<file path="src/rtl/sbuf_pkg.sv">
package sbuf_pkg;
  // outcome of the lookup presented this cycle
  typedef enum logic [1:0] {
    LK_IDLE,
    LK_HIT,
    LK_STALL,
    LK_MISS
  } lk_act_e;
endpackage

</file>
<file path="src/rtl/sbuf_way.sv">
// One stream: a fixed ring of DEPTH line slots, always full once allocated.
module sbuf_way #(
  parameter int ADDR_W  = 16,
  parameter int DATA_W  = 32,
  parameter int DEPTH   = 4,
  parameter int EPOCH_W = 2,
  localparam int PW = (DEPTH > 1) ? $clog2(DEPTH) : 1
) (
  input  logic              clk,
  input  logic              rst_n,
  input  logic              alloc,
  input  logic [ADDR_W-1:0] alloc_addr,
  input  logic              pop,
  output logic              head_valid,
  output logic              head_avail,
  output logic [ADDR_W-1:0] head_addr,
  output logic [DATA_W-1:0] head_data,
  output logic              fetch_req,
  output logic [ADDR_W-1:0] fetch_addr,
  output logic [PW-1:0]     fetch_slot,
  output logic [EPOCH_W-1:0] epoch,
  input  logic              fetch_fire,
  input  logic              rsp_hit,
  input  logic [PW-1:0]     rsp_slot,
  input  logic [EPOCH_W-1:0] rsp_epoch,
  input  logic [DATA_W-1:0] rsp_data
);

  logic [ADDR_W-1:0] ent_addr [DEPTH];
  logic [DATA_W-1:0] ent_data [DEPTH];
  logic [DEPTH-1:0]  issued_q;
  logic [DEPTH-1:0]  avail_q;
  logic              live_q;
  logic [PW-1:0]     head_q;
  logic [EPOCH_W-1:0] epoch_q;
  logic              fill_ok;

  // slot that lies k places after p around the ring
  function automatic logic [PW-1:0] ring_at(input logic [PW-1:0] p, input int k);
    int s;
    s = int'(p) + k;
    if (s >= DEPTH) s = s - DEPTH;
    return PW'(s);
  endfunction

  // address a slot takes when its head line is consumed
  function automatic logic [ADDR_W-1:0] refill_addr(input logic [ADDR_W-1:0] a);
    return a + ADDR_W'(DEPTH);
  endfunction

  assign head_valid = live_q;
  assign head_avail = avail_q[head_q];
  assign head_addr  = ent_addr[head_q];
  assign head_data  = ent_data[head_q];
  assign epoch      = epoch_q;

  // oldest slot not yet requested from memory
  always_comb begin
    fetch_req  = 1'b0;
    fetch_slot = '0;
    for (int j = DEPTH - 1; j >= 0; j--) begin
      if (live_q && !issued_q[ring_at(head_q, j)]) begin
        fetch_req  = 1'b1;
        fetch_slot = ring_at(head_q, j);
      end
    end
  end
  assign fetch_addr = ent_addr[fetch_slot];

  assign fill_ok = rsp_hit && (rsp_epoch == epoch_q) && live_q &&
                   issued_q[rsp_slot] && !avail_q[rsp_slot];

  always_ff @(posedge clk) begin
    if (!rst_n) begin
      live_q   <= 1'b0;
      head_q   <= '0;
      epoch_q  <= '0;
      issued_q <= '0;
      avail_q  <= '0;
      for (int k = 0; k < DEPTH; k++) begin
        ent_addr[k] <= '0;
        ent_data[k] <= '0;
      end
    end else begin
      if (fill_ok) begin
        avail_q[rsp_slot]  <= 1'b1;
        ent_data[rsp_slot] <= rsp_data;
      end
      if (fetch_fire) issued_q[fetch_slot] <= 1'b1;
      if (pop) begin
        ent_addr[head_q] <= refill_addr(ent_addr[head_q]);
        issued_q[head_q] <= 1'b0;
        avail_q[head_q]  <= 1'b0;
        head_q           <= ring_at(head_q, 1);
      end
      if (alloc) begin
        for (int k = 0; k < DEPTH; k++) begin
          ent_addr[k] <= alloc_addr + ADDR_W'(k);
        end
        issued_q <= '0;
        avail_q  <= '0;
        head_q   <= '0;
        epoch_q  <= epoch_q + 1'b1;
        live_q   <= 1'b1;
      end
    end
  end

endmodule

</file>
<file path="src/rtl/sbuf_lru.sv">
// Age ranks: 0 = most recent, N-1 = next victim.
module sbuf_lru #(
  parameter int N  = 4,
  parameter int SW = 2
) (
  input  logic          clk,
  input  logic          rst_n,
  input  logic          touch,
  input  logic [SW-1:0] touch_idx,
  output logic [SW-1:0] victim
);

  logic [SW-1:0] age_q [N];

  always_comb begin
    victim = '0;
    for (int i = 0; i < N; i++) begin
      if (age_q[i] == SW'(N - 1)) victim = SW'(i);
    end
  end

  always_ff @(posedge clk) begin
    if (!rst_n) begin
      for (int i = 0; i < N; i++) age_q[i] <= SW'(N - 1 - i);
    end else if (touch) begin
      for (int i = 0; i < N; i++) begin
        if (SW'(i) == touch_idx) age_q[i] <= '0;
        else if (age_q[i] < age_q[touch_idx]) age_q[i] <= age_q[i] + 1'b1;
      end
    end
  end

endmodule

</file>
<file path="src/rtl/sbuf_fetch_q.sv">
// Picks one stream's pending line and holds it in a request register.
module sbuf_fetch_q #(
  parameter int N       = 4,
  parameter int ADDR_W  = 16,
  parameter int SW      = 2,
  parameter int PW      = 2,
  parameter int EPOCH_W = 2,
  localparam int TAG_W  = SW + PW + EPOCH_W
) (
  input  logic               clk,
  input  logic               rst_n,
  input  logic [N-1:0]       way_req,
  input  logic [ADDR_W-1:0]  way_addr [N],
  input  logic [PW-1:0]      way_slot [N],
  input  logic [EPOCH_W-1:0] way_epoch [N],
  output logic [N-1:0]       way_fire,
  output logic               mf_valid,
  input  logic               mf_ready,
  output logic [ADDR_W-1:0]  mf_addr,
  output logic [TAG_W-1:0]   mf_tag
);

  logic              pick_any;
  logic [SW-1:0]     pick_idx;
  logic              load;
  logic              oq_valid;
  logic [ADDR_W-1:0] oq_addr;
  logic [TAG_W-1:0]  oq_tag;

  always_comb begin
    pick_any = 1'b0;
    pick_idx = '0;
    for (int i = N - 1; i >= 0; i--) begin
      if (way_req[i]) begin
        pick_any = 1'b1;
        pick_idx = SW'(i);
      end
    end
  end

  assign load     = pick_any && (!oq_valid || mf_ready);
  assign way_fire = load ? (N'(1) << pick_idx) : '0;

  always_ff @(posedge clk) begin
    if (!rst_n) begin
      oq_valid <= 1'b0;
      oq_addr  <= '0;
      oq_tag   <= '0;
    end else if (load) begin
      oq_valid <= 1'b1;
      oq_addr  <= way_addr[pick_idx];
      oq_tag   <= {pick_idx, way_slot[pick_idx], way_epoch[pick_idx]};
    end else if (mf_ready) begin
      oq_valid <= 1'b0;
    end
  end

  assign mf_valid = oq_valid;
  assign mf_addr  = oq_addr;
  assign mf_tag   = oq_tag;

endmodule

</file>
<file path="src/rtl/stream_prefetch.sv">
module stream_prefetch
  import sbuf_pkg::*;
#(
  parameter int ADDR_W  = 16,
  parameter int DATA_W  = 32,
  parameter int NSTREAM = 4,
  parameter int DEPTH   = 4,
  parameter int EPOCH_W = 2,
  localparam int SW     = (NSTREAM > 1) ? $clog2(NSTREAM) : 1,
  localparam int PW     = (DEPTH > 1) ? $clog2(DEPTH) : 1,
  localparam int TAG_W  = SW + PW + EPOCH_W
) (
  input  logic              clk,
  input  logic              rst_n,
  input  logic              lk_valid,
  input  logic [ADDR_W-1:0] lk_addr,
  output logic              lk_done,
  output logic              lk_hit,
  output logic [DATA_W-1:0] lk_data,
  output logic              mf_valid,
  input  logic              mf_ready,
  output logic [ADDR_W-1:0] mf_addr,
  output logic [TAG_W-1:0]  mf_tag,
  input  logic              mr_valid,
  input  logic [TAG_W-1:0]  mr_tag,
  input  logic [DATA_W-1:0] mr_data
);

  logic [NSTREAM-1:0] hd_valid, hd_avail, hd_match;
  logic [NSTREAM-1:0] pop_vec, alloc_vec, way_req, way_fire, way_rsp;
  logic [ADDR_W-1:0]  hd_addr   [NSTREAM];
  logic [DATA_W-1:0]  hd_data   [NSTREAM];
  logic [ADDR_W-1:0]  way_addr  [NSTREAM];
  logic [PW-1:0]      way_slot  [NSTREAM];
  logic [EPOCH_W-1:0] way_epoch [NSTREAM];

  logic [SW-1:0]      rsp_stream;
  logic [PW-1:0]      rsp_slot;
  logic [EPOCH_W-1:0] rsp_epoch;

  logic               accept, lk_stall, touch;
  logic [SW-1:0]      hit_idx, victim, touch_idx;
  logic [ADDR_W-1:0]  start_addr;
  lk_act_e            act;
  logic               done_q, hit_q;
  logic [DATA_W-1:0]  data_q;

  function automatic logic [SW-1:0] lowest_set(input logic [NSTREAM-1:0] v);
    logic [SW-1:0] r;
    r = '0;
    for (int i = NSTREAM - 1; i >= 0; i--) if (v[i]) r = SW'(i);
    return r;
  endfunction

  // first line a freshly allocated stream holds
  function automatic logic [ADDR_W-1:0] first_line(input logic [ADDR_W-1:0] a);
    return a + 1'b1;
  endfunction

  // response tag fields: {stream, slot, epoch}
  assign rsp_stream = mr_tag[TAG_W-1 -: SW];
  assign rsp_slot   = mr_tag[EPOCH_W +: PW];
  assign rsp_epoch  = mr_tag[EPOCH_W-1:0];

  always_comb begin
    for (int i = 0; i < NSTREAM; i++) begin
      hd_match[i] = hd_valid[i] && (hd_addr[i] == lk_addr);
      way_rsp[i]  = mr_valid && (rsp_stream == SW'(i));
    end
  end

  assign accept  = lk_valid && !done_q;
  assign hit_idx = lowest_set(hd_match);

  always_comb begin
    if (!accept)               act = LK_IDLE;
    else if (|hd_match)        act = hd_avail[hit_idx] ? LK_HIT : LK_STALL;
    else                       act = LK_MISS;
  end

  assign lk_stall   = (act == LK_STALL);
  assign pop_vec    = (act == LK_HIT)  ? (NSTREAM'(1) << hit_idx) : '0;
  assign alloc_vec  = (act == LK_MISS) ? (NSTREAM'(1) << victim)  : '0;
  assign touch      = (act == LK_HIT) || (act == LK_MISS);
  assign touch_idx  = (act == LK_HIT) ? hit_idx : victim;
  assign start_addr = first_line(lk_addr);

  genvar g;
  generate
    for (g = 0; g < NSTREAM; g++) begin : g_way
      sbuf_way #(
        .ADDR_W(ADDR_W), .DATA_W(DATA_W), .DEPTH(DEPTH), .EPOCH_W(EPOCH_W)
      ) u_way (
        .clk        (clk),
        .rst_n      (rst_n),
        .alloc      (alloc_vec[g]),
        .alloc_addr (start_addr),
        .pop        (pop_vec[g]),
        .head_valid (hd_valid[g]),
        .head_avail (hd_avail[g]),
        .head_addr  (hd_addr[g]),
        .head_data  (hd_data[g]),
        .fetch_req  (way_req[g]),
        .fetch_addr (way_addr[g]),
        .fetch_slot (way_slot[g]),
        .epoch      (way_epoch[g]),
        .fetch_fire (way_fire[g]),
        .rsp_hit    (way_rsp[g]),
        .rsp_slot   (rsp_slot),
        .rsp_epoch  (rsp_epoch),
        .rsp_data   (mr_data)
      );
    end
  endgenerate

  sbuf_lru #(.N(NSTREAM), .SW(SW)) u_lru (
    .clk       (clk),
    .rst_n     (rst_n),
    .touch     (touch),
    .touch_idx (touch_idx),
    .victim    (victim)
  );

  sbuf_fetch_q #(
    .N(NSTREAM), .ADDR_W(ADDR_W), .SW(SW), .PW(PW), .EPOCH_W(EPOCH_W)
  ) u_fq (
    .clk       (clk),
    .rst_n     (rst_n),
    .way_req   (way_req),
    .way_addr  (way_addr),
    .way_slot  (way_slot),
    .way_epoch (way_epoch),
    .way_fire  (way_fire),
    .mf_valid  (mf_valid),
    .mf_ready  (mf_ready),
    .mf_addr   (mf_addr),
    .mf_tag    (mf_tag)
  );

  always_ff @(posedge clk) begin
    if (!rst_n) begin
      done_q <= 1'b0;
      hit_q  <= 1'b0;
      data_q <= '0;
    end else begin
      done_q <= touch;
      hit_q  <= (act == LK_HIT);
      if (act == LK_HIT) data_q <= hd_data[hit_idx];
    end
  end

  assign lk_done = done_q;
  assign lk_hit  = hit_q;
  assign lk_data = data_q;

endmodule

</file>
<file path="config.mk">
export PLATFORM = sky130hd
export DESIGN_NAME = stream_prefetch
export DESIGN_NICKNAME = d
export VERILOG_FILES = /design/src/rtl/sbuf_pkg.sv /design/src/rtl/sbuf_way.sv /design/src/rtl/sbuf_lru.sv /design/src/rtl/sbuf_fetch_q.sv /design/src/rtl/stream_prefetch.sv
export SDC_FILE = /design/constraint.sdc
export NUM_CORES = 2
export LEC_CHECK = 0
export BUFFER_PORTS_ARGS = -buffer_cell sky130_fd_sc_hd__buf_2
export CORE_ASPECT_RATIO = 1.4
export CORE_UTILIZATION = 65
export CTS_BUF_LIST = sky130_fd_sc_hd__clkbuf_4 sky130_fd_sc_hd__clkbuf_8
export DETAILED_ROUTE_END_ITERATION = 6
export GPL_TIMING_DRIVEN = 1
export PLACE_DENSITY = 0.85
export SYNTH_ARGS = -nofsm -noshare
export SYNTH_HDL_FRONTEND = slang
export SYNTH_SLANG_ARGS = --single-unit
</file>
<file path="constraint.sdc">
create_clock -name clk -period 6.53 [get_ports clk]
set_input_delay 1.306 -clock clk [delete_from_list [all_inputs] [get_ports clk]]
set_output_delay 1.306 -clock clk [all_outputs]
set_load 0.05 [all_outputs]
</file>
# Word-level counts from Yosys, hierarchy flattened
# Memory sizes are Yosys's and may differ from the RTL's. A register that Yosys moved wholly into a read port is not among the register bits.
# Index checks and enable logic that the tools add are counted.
[word_totals]
out_inout_bits = 57
input_bits = 59
mem_bits_rw = 776
n_memories = 9
register_bits = 109
word_cells = 617
[classes]
n_bitwise = 47
muxes = 321
n_reduce_logical = 91
shifts = 3
n_addsub = 44
n_eq_ne = 19
n_lt_le_gt_ge = 57
[memory_table]
columns = ["name", "depth", "width", "rd", "rd_ports_with_merged_regs", "wr", "line", "source"]
rows = [
  ["g_way[0].u_way.ent_data", 4, 32, 1, 1, 4, "sbuf_way.sv:30", "logic [DATA_W-1:0] ent_data [DEPTH];"],
  ["g_way[1].u_way.ent_data", 4, 32, 1, 1, 4, "sbuf_way.sv:30", ""],
  ["g_way[2].u_way.ent_data", 4, 32, 1, 1, 4, "sbuf_way.sv:30", ""],
  ["g_way[3].u_way.ent_data", 4, 32, 1, 1, 4, "sbuf_way.sv:30", ""],
  ["g_way[0].u_way.ent_addr", 4, 16, 2, 1, 4, "sbuf_way.sv:29", "logic [ADDR_W-1:0] ent_addr [DEPTH];"],
  ["g_way[1].u_way.ent_addr", 4, 16, 2, 1, 4, "sbuf_way.sv:29", ""],
  ["3 more memories", "n/a", "n/a", "n/a", "n/a", "n/a", "n/a", ""],
]
[ops]
columns = ["cell", "count"]
rows = [
  ["two-way mux 16 bit", 22],
  ["two-way mux 32 bit", 6],
  ["two-way mux 2 bit", 82],
  ["two-way mux 1 bit", 142],
  ["OR reduction 32 bit", 4],
  ["two-way mux 4 bit", 27],
  ["less-than comparator 2 x 3 -> 1 bit, second input constant", 26],
  ["adder 16 x 3 -> 16 bit, second input constant", 4],
  ["binary-select mux 32 bit (select 2 bit)", 1],
  ["equality test 16 bit", 4],
  ["OR reduction 16 bit", 4],
  ["binary-select mux 1 bit (select 2 bit)", 29],
  ["logical AND 1 bit", 51],
  [">= comparator 3 bit, second input constant", 14],
  ["adder 16 x 1 -> 16 bit, second input constant", 2],
  ["adder 16 x 2 -> 16 bit, second input constant", 2],
  ["bitwise AND 4 bit", 8],
  ["binary-select mux 16 bit (select 2 bit)", 1],
  ["bitwise OR 4 bit", 8],
  ["subtractor 2 x 1 -> 2 bit, second input constant", 16],
  ["adder 2 x 2 -> 3 bit, second input constant", 8],
  ["bitwise OR 1 bit", 24],
  ["zero test 1 bit", 22],
  ["demux 1 bit (select 2 bit)", 9],
  ["other kinds (20)", 66],
]

# Depth between registers and ports, before layout
[depth]
word_depth = 21
depth_mapped = 18
mapped_depth_nobuf = 14

# Modules after synthesis
# From an unflattened synthesis, not the netlist that was laid out.
[hier_totals]
cells_unflattened = 4080
hier_area_um2 = 49812.8
[modules_own_cells]
columns = ["module", "cells_per_inst", "seq_area_each_um2", "area_each_um2", "instances"]
rows = [
  ["sbuf_way (g_way[3].u_way)", 815, 6065.8, 10764.1, 1],
  ["sbuf_way (g_way[0].u_way)", 797, 6065.8, 10654.0, 1],
  ["sbuf_way (g_way[2].u_way)", 788, 6065.8, 10654.0, 1],
  ["sbuf_way (g_way[1].u_way)", 793, 6065.8, 10646.5, 1],
  ["stream_prefetch", 604, 680.7, 4556.9, 1],
  ["sbuf_fetch_q", 211, 460.4, 1793.0, 1],
  ["sbuf_lru", 72, 240.2, 744.5, 1],
]

# Worst setup path before layout
# Ideal clock, no wire load.
[synth_path]
path_kind = "in2reg"
startpoint = "input mr_tag[3]"
endpoint = "memory g_way[0].u_way.ent_data[0][0] (enable)"
setup_time_ps = 466
t_required_ps = 6064
stages = 6
slack_ps = 1291
arrival_time_ps = 4773
path_buffers = 3
path_cell_list = "clkbuf_1 > clkbuf_1 > o22ai_1 > or4_1 > clkbuf_1 > o21ai_0"
[synth_lines]
columns = ["element", "line", "source"]
rows = [
  ["start: declaration", "stream_prefetch.sv:25", "input logic [TAG_W-1:0] mr_tag,"],
  ["end: declaration", "sbuf_way.sv:30", ""],
]

==> impl_metrics.py <==
metrics = {
    "status": {
        "status": "finished, violations left",
        "violations": "design-rule violations, max-capacitance violations, max-slew violations",
    },
    "worst_setup_path": {
        "end_kind": "flip-flop",
        "startpoint_type": "flip-flop",
        "crit_required_ps": 7160,
        "cp_max_fo": 37,
        "arrival_ps": 6410,
        "timing_worst_setup_path_type": "reg -> reg",
    },
    "synth": {
        "synthTopCellsByArea": "edfxtp_1, mux4_2, dfxtp_1, nor2_1, nand2_1",
        "avgSynthCellArea_um2": 11.6,
        "synth.top_cell.area_share": 0.512,
        "syn-num-nets": 4024,
        "synth-seq-cells": 893,
        "synth.distinct_cells": 74,
        "synth-edff-count": 776,
        "ys_seq_area_frac": 0.564,
        "netlist_instances": 3937,
        "ys.flop_type": "edfxtp_1",
        "synth_top_area_cell": "edfxtp_1",
        "syn-cell-area_um2": 45500,
        "ys_warn_count": 0,
        "synth-async-reset-ratio": 0,
    },
    "cells_and_area": {
        "finish.instance_area_um2": 50300,
        "layout.cells.most_common_list": "edfxtp_1, nor2_1, nand2_1",
        "drive_above_1_share": 0.183,
        "final_core_util": 0.727,
        "synthToLayoutAreaGrowth_pct": 10.6,
        "final_common_cell": "edfxtp_1",
        "fin_nets": 4134,
    },
    "floorplanning": {
        "io_pins": 116,
        "rows": 114,
        "die_x_um": 226,
        "fp.dieArea_um2": 71100,
        "initial_core_util": 0.657,
        "core_area_um2": 69200,
        "fp.dieH_um": 315,
    },
    "timing": {
        "finClkSkew_ps": 38.4,
        "setup_viol": 0,
        "rsz0062_at_grt": "no",
        "slew-limit-headroom": -0.00703,
        "worst_slack_ps": 748,
        "tightest_slew_ps": 1500,
        "fmax_ghz": 0.173,
        "hold_viol": 0,
        "min_period_over_period": 0.885,
        "fin_tns_setup_ps": 0,
        "period_needed_ps": 5780,
        "report.final.slew_viol_count": 1,
    },
    "clock_network": {
        "clock_path_buffers": 3,
        "clock-sinks": 893,
        "cts_root_buf": "clkbuf_8",
        "clk_pin_slew_ps": 70,
        "insertion_delay_ps": 860,
        "htree_levels": 4,
        "cts_tree": "yes",
        "cts.hold.buffers_added": 0,
        "post_cts_buffers": 0,
        "tritoncts.num_buffers": 131,
        "cts_resized": 0,
    },
    "drt": {
        "wl_um": 161000,
        "via_count": 35800,
        "drt-initial-drc-count": 5921,
        "drtAntennaViolNets": 0,
        "drc": 3,
        "wl_per_cell_um": 31.6,
        "vias_per_cell": 7.00,
        "drt_first_pass_iters": 7,
    },
    "pwr": {
        "p_per_area_nw_per_um2": 281,
        "p_leak_nw": 18.2,
        "ir_drop_mv": 0.283,
    },
    "min_path": {
        "hold_class": "reg -> reg",
        "worstHoldStart": "u_fq.mf_tag[5]",
    },
    "grt": {
        "first_global_vias": 34600,
        "grt_pass1_wl_um": 229000,
        "grt_antenna_before_repair": 26,
        "overflow": 0,
        "grt_max_degree": 72,
        "track_usage": 0.461,
    },
    "placed_design": {
        "placed_cell_area_um2": 47400,
        "place_hpwl_um": 103000,
        "finalWeightedCongestion": 1.11,
        "placement.io_buffers": 115,
        "place_ws_ps": 561,
    },
    "job": {
        "max_cap_violations": 1,
    },
}
[per-layer routing]
metal	track usage	vias to the layer above	share of wire
met3	0.155	987	0.14
met1	0.510	16800	0.30
met5	0.00206	-	0.0011
met4	0.432	20	0.11
met2	0.698	3401	0.45
li1	-	14600	-
[worst paths after layout]
| path | to | slack (ps) | cells past startpoint |
|---|---|---|---|
| setup / recovery | g_way[2].u_way.ent_addr[1][4] | 750 | 12 |
| hold reg to reg | u_fq.mf_tag[5] | 460 | 2 |
| hold / removal | u_fq.mf_tag[5] | 460 | 2 |
| setup reg to reg | g_way[2].u_way.ent_addr[1][4] | 750 | 12 |
[final cells by class]
type | count | area (µm²)
diodes | 22 | 55.1
clock inverters | 56 | 482
multi-input cells | 2580 | 18300
repair buffers | 252 | 1620
flip-flops and latches | 893 | 25700
fillers | 4534 | 18900
inverters | 189 | 709
well taps | 928 | 1160
clock buffers | 188 | 2320
[flip-flops by register name, summed over array words and instances, names as in the netlist, named ones only]
signal / cells
g_way.u_way.avail_q: 16
g_way.u_way.ent_addr: 256
g_way.u_way.ent_data: 512
g_way.u_way.epoch: 8
g_way.u_way.head_q: 8
g_way.u_way.head_valid: 4
g_way.u_way.issued_q: 16
lk_data: 32
lk_done: 1
lk_hit: 1
u_fq.mf_addr: 16
u_fq.mf_tag: 6
u_fq.mf_valid: 1
u_lru.age_q: 8
[synth_stat cells, drive strengths merged, types with 11 or more instances]
master    n
a31oi    14
a21oi   120
a21o     15
buf      41
mux4    199
nor3     22
nand3    60
ha       28
mux2     29
clkbuf  234
a311o    18
dfxtp   117
o22ai    87
nand2   481
xnor2   139
nand4    14
nor2    555
and3     25
nand2b   15
a211oi   62
xor2     48
or3      15
and2     36
o21ai   250
edfxtp  776
inv     187
nor2b    53
nor4     11
mux2i   164
[kinds of logic after synthesis]
family,after synthesis,synth area share
fa+ha+maj,30,0.00814
mux,392,0.142
xor+xnor,187,0.0360
buf+inv,464,0.0391
simple gates,1324,0.124
flops,893,0.564
compound gates,647,0.0868
[metrics by stage]
| stage | total power [mW] | hold slack (ps) | cells |
|---|---|---|---|
| 2_1_floorplan | 8.31 | 443 | 3937 |
| 3_3_place_gp | 9.19 | 439 | 4840 |
| 3_5_place_dp | 9.24 | 445 | 4840 |
| 4_1_cts | 13.9 | 454 | 5084 |
| 5_1_grt | 14.4 | 468 | 5098 |
| 6_report | 14.1 | 456 | 5108 |
[worst max-delay path: stages, from the launching register on]
cell and delay, ps:
dfxtp_4 810, mux4_2 780, xnor2_1 200, nand3_1 110
a211oi_1 390, nand2_1 320, nand4b_1 260, o211ai_1 160
or3_1 340, nand2_1 130, nor2_1 660, nand3_1 800
o21ai_0 510
[power breakdown]
part / internal [mW] / switching (mW) / leakage [nW]
Sequential: 6.63 / 0.229 / 8.99
Clock: 2.56 / 2.28 / 1.47
Combinational: 0.720 / 1.72 / 7.70
Power figures use the tool's default switching activity.
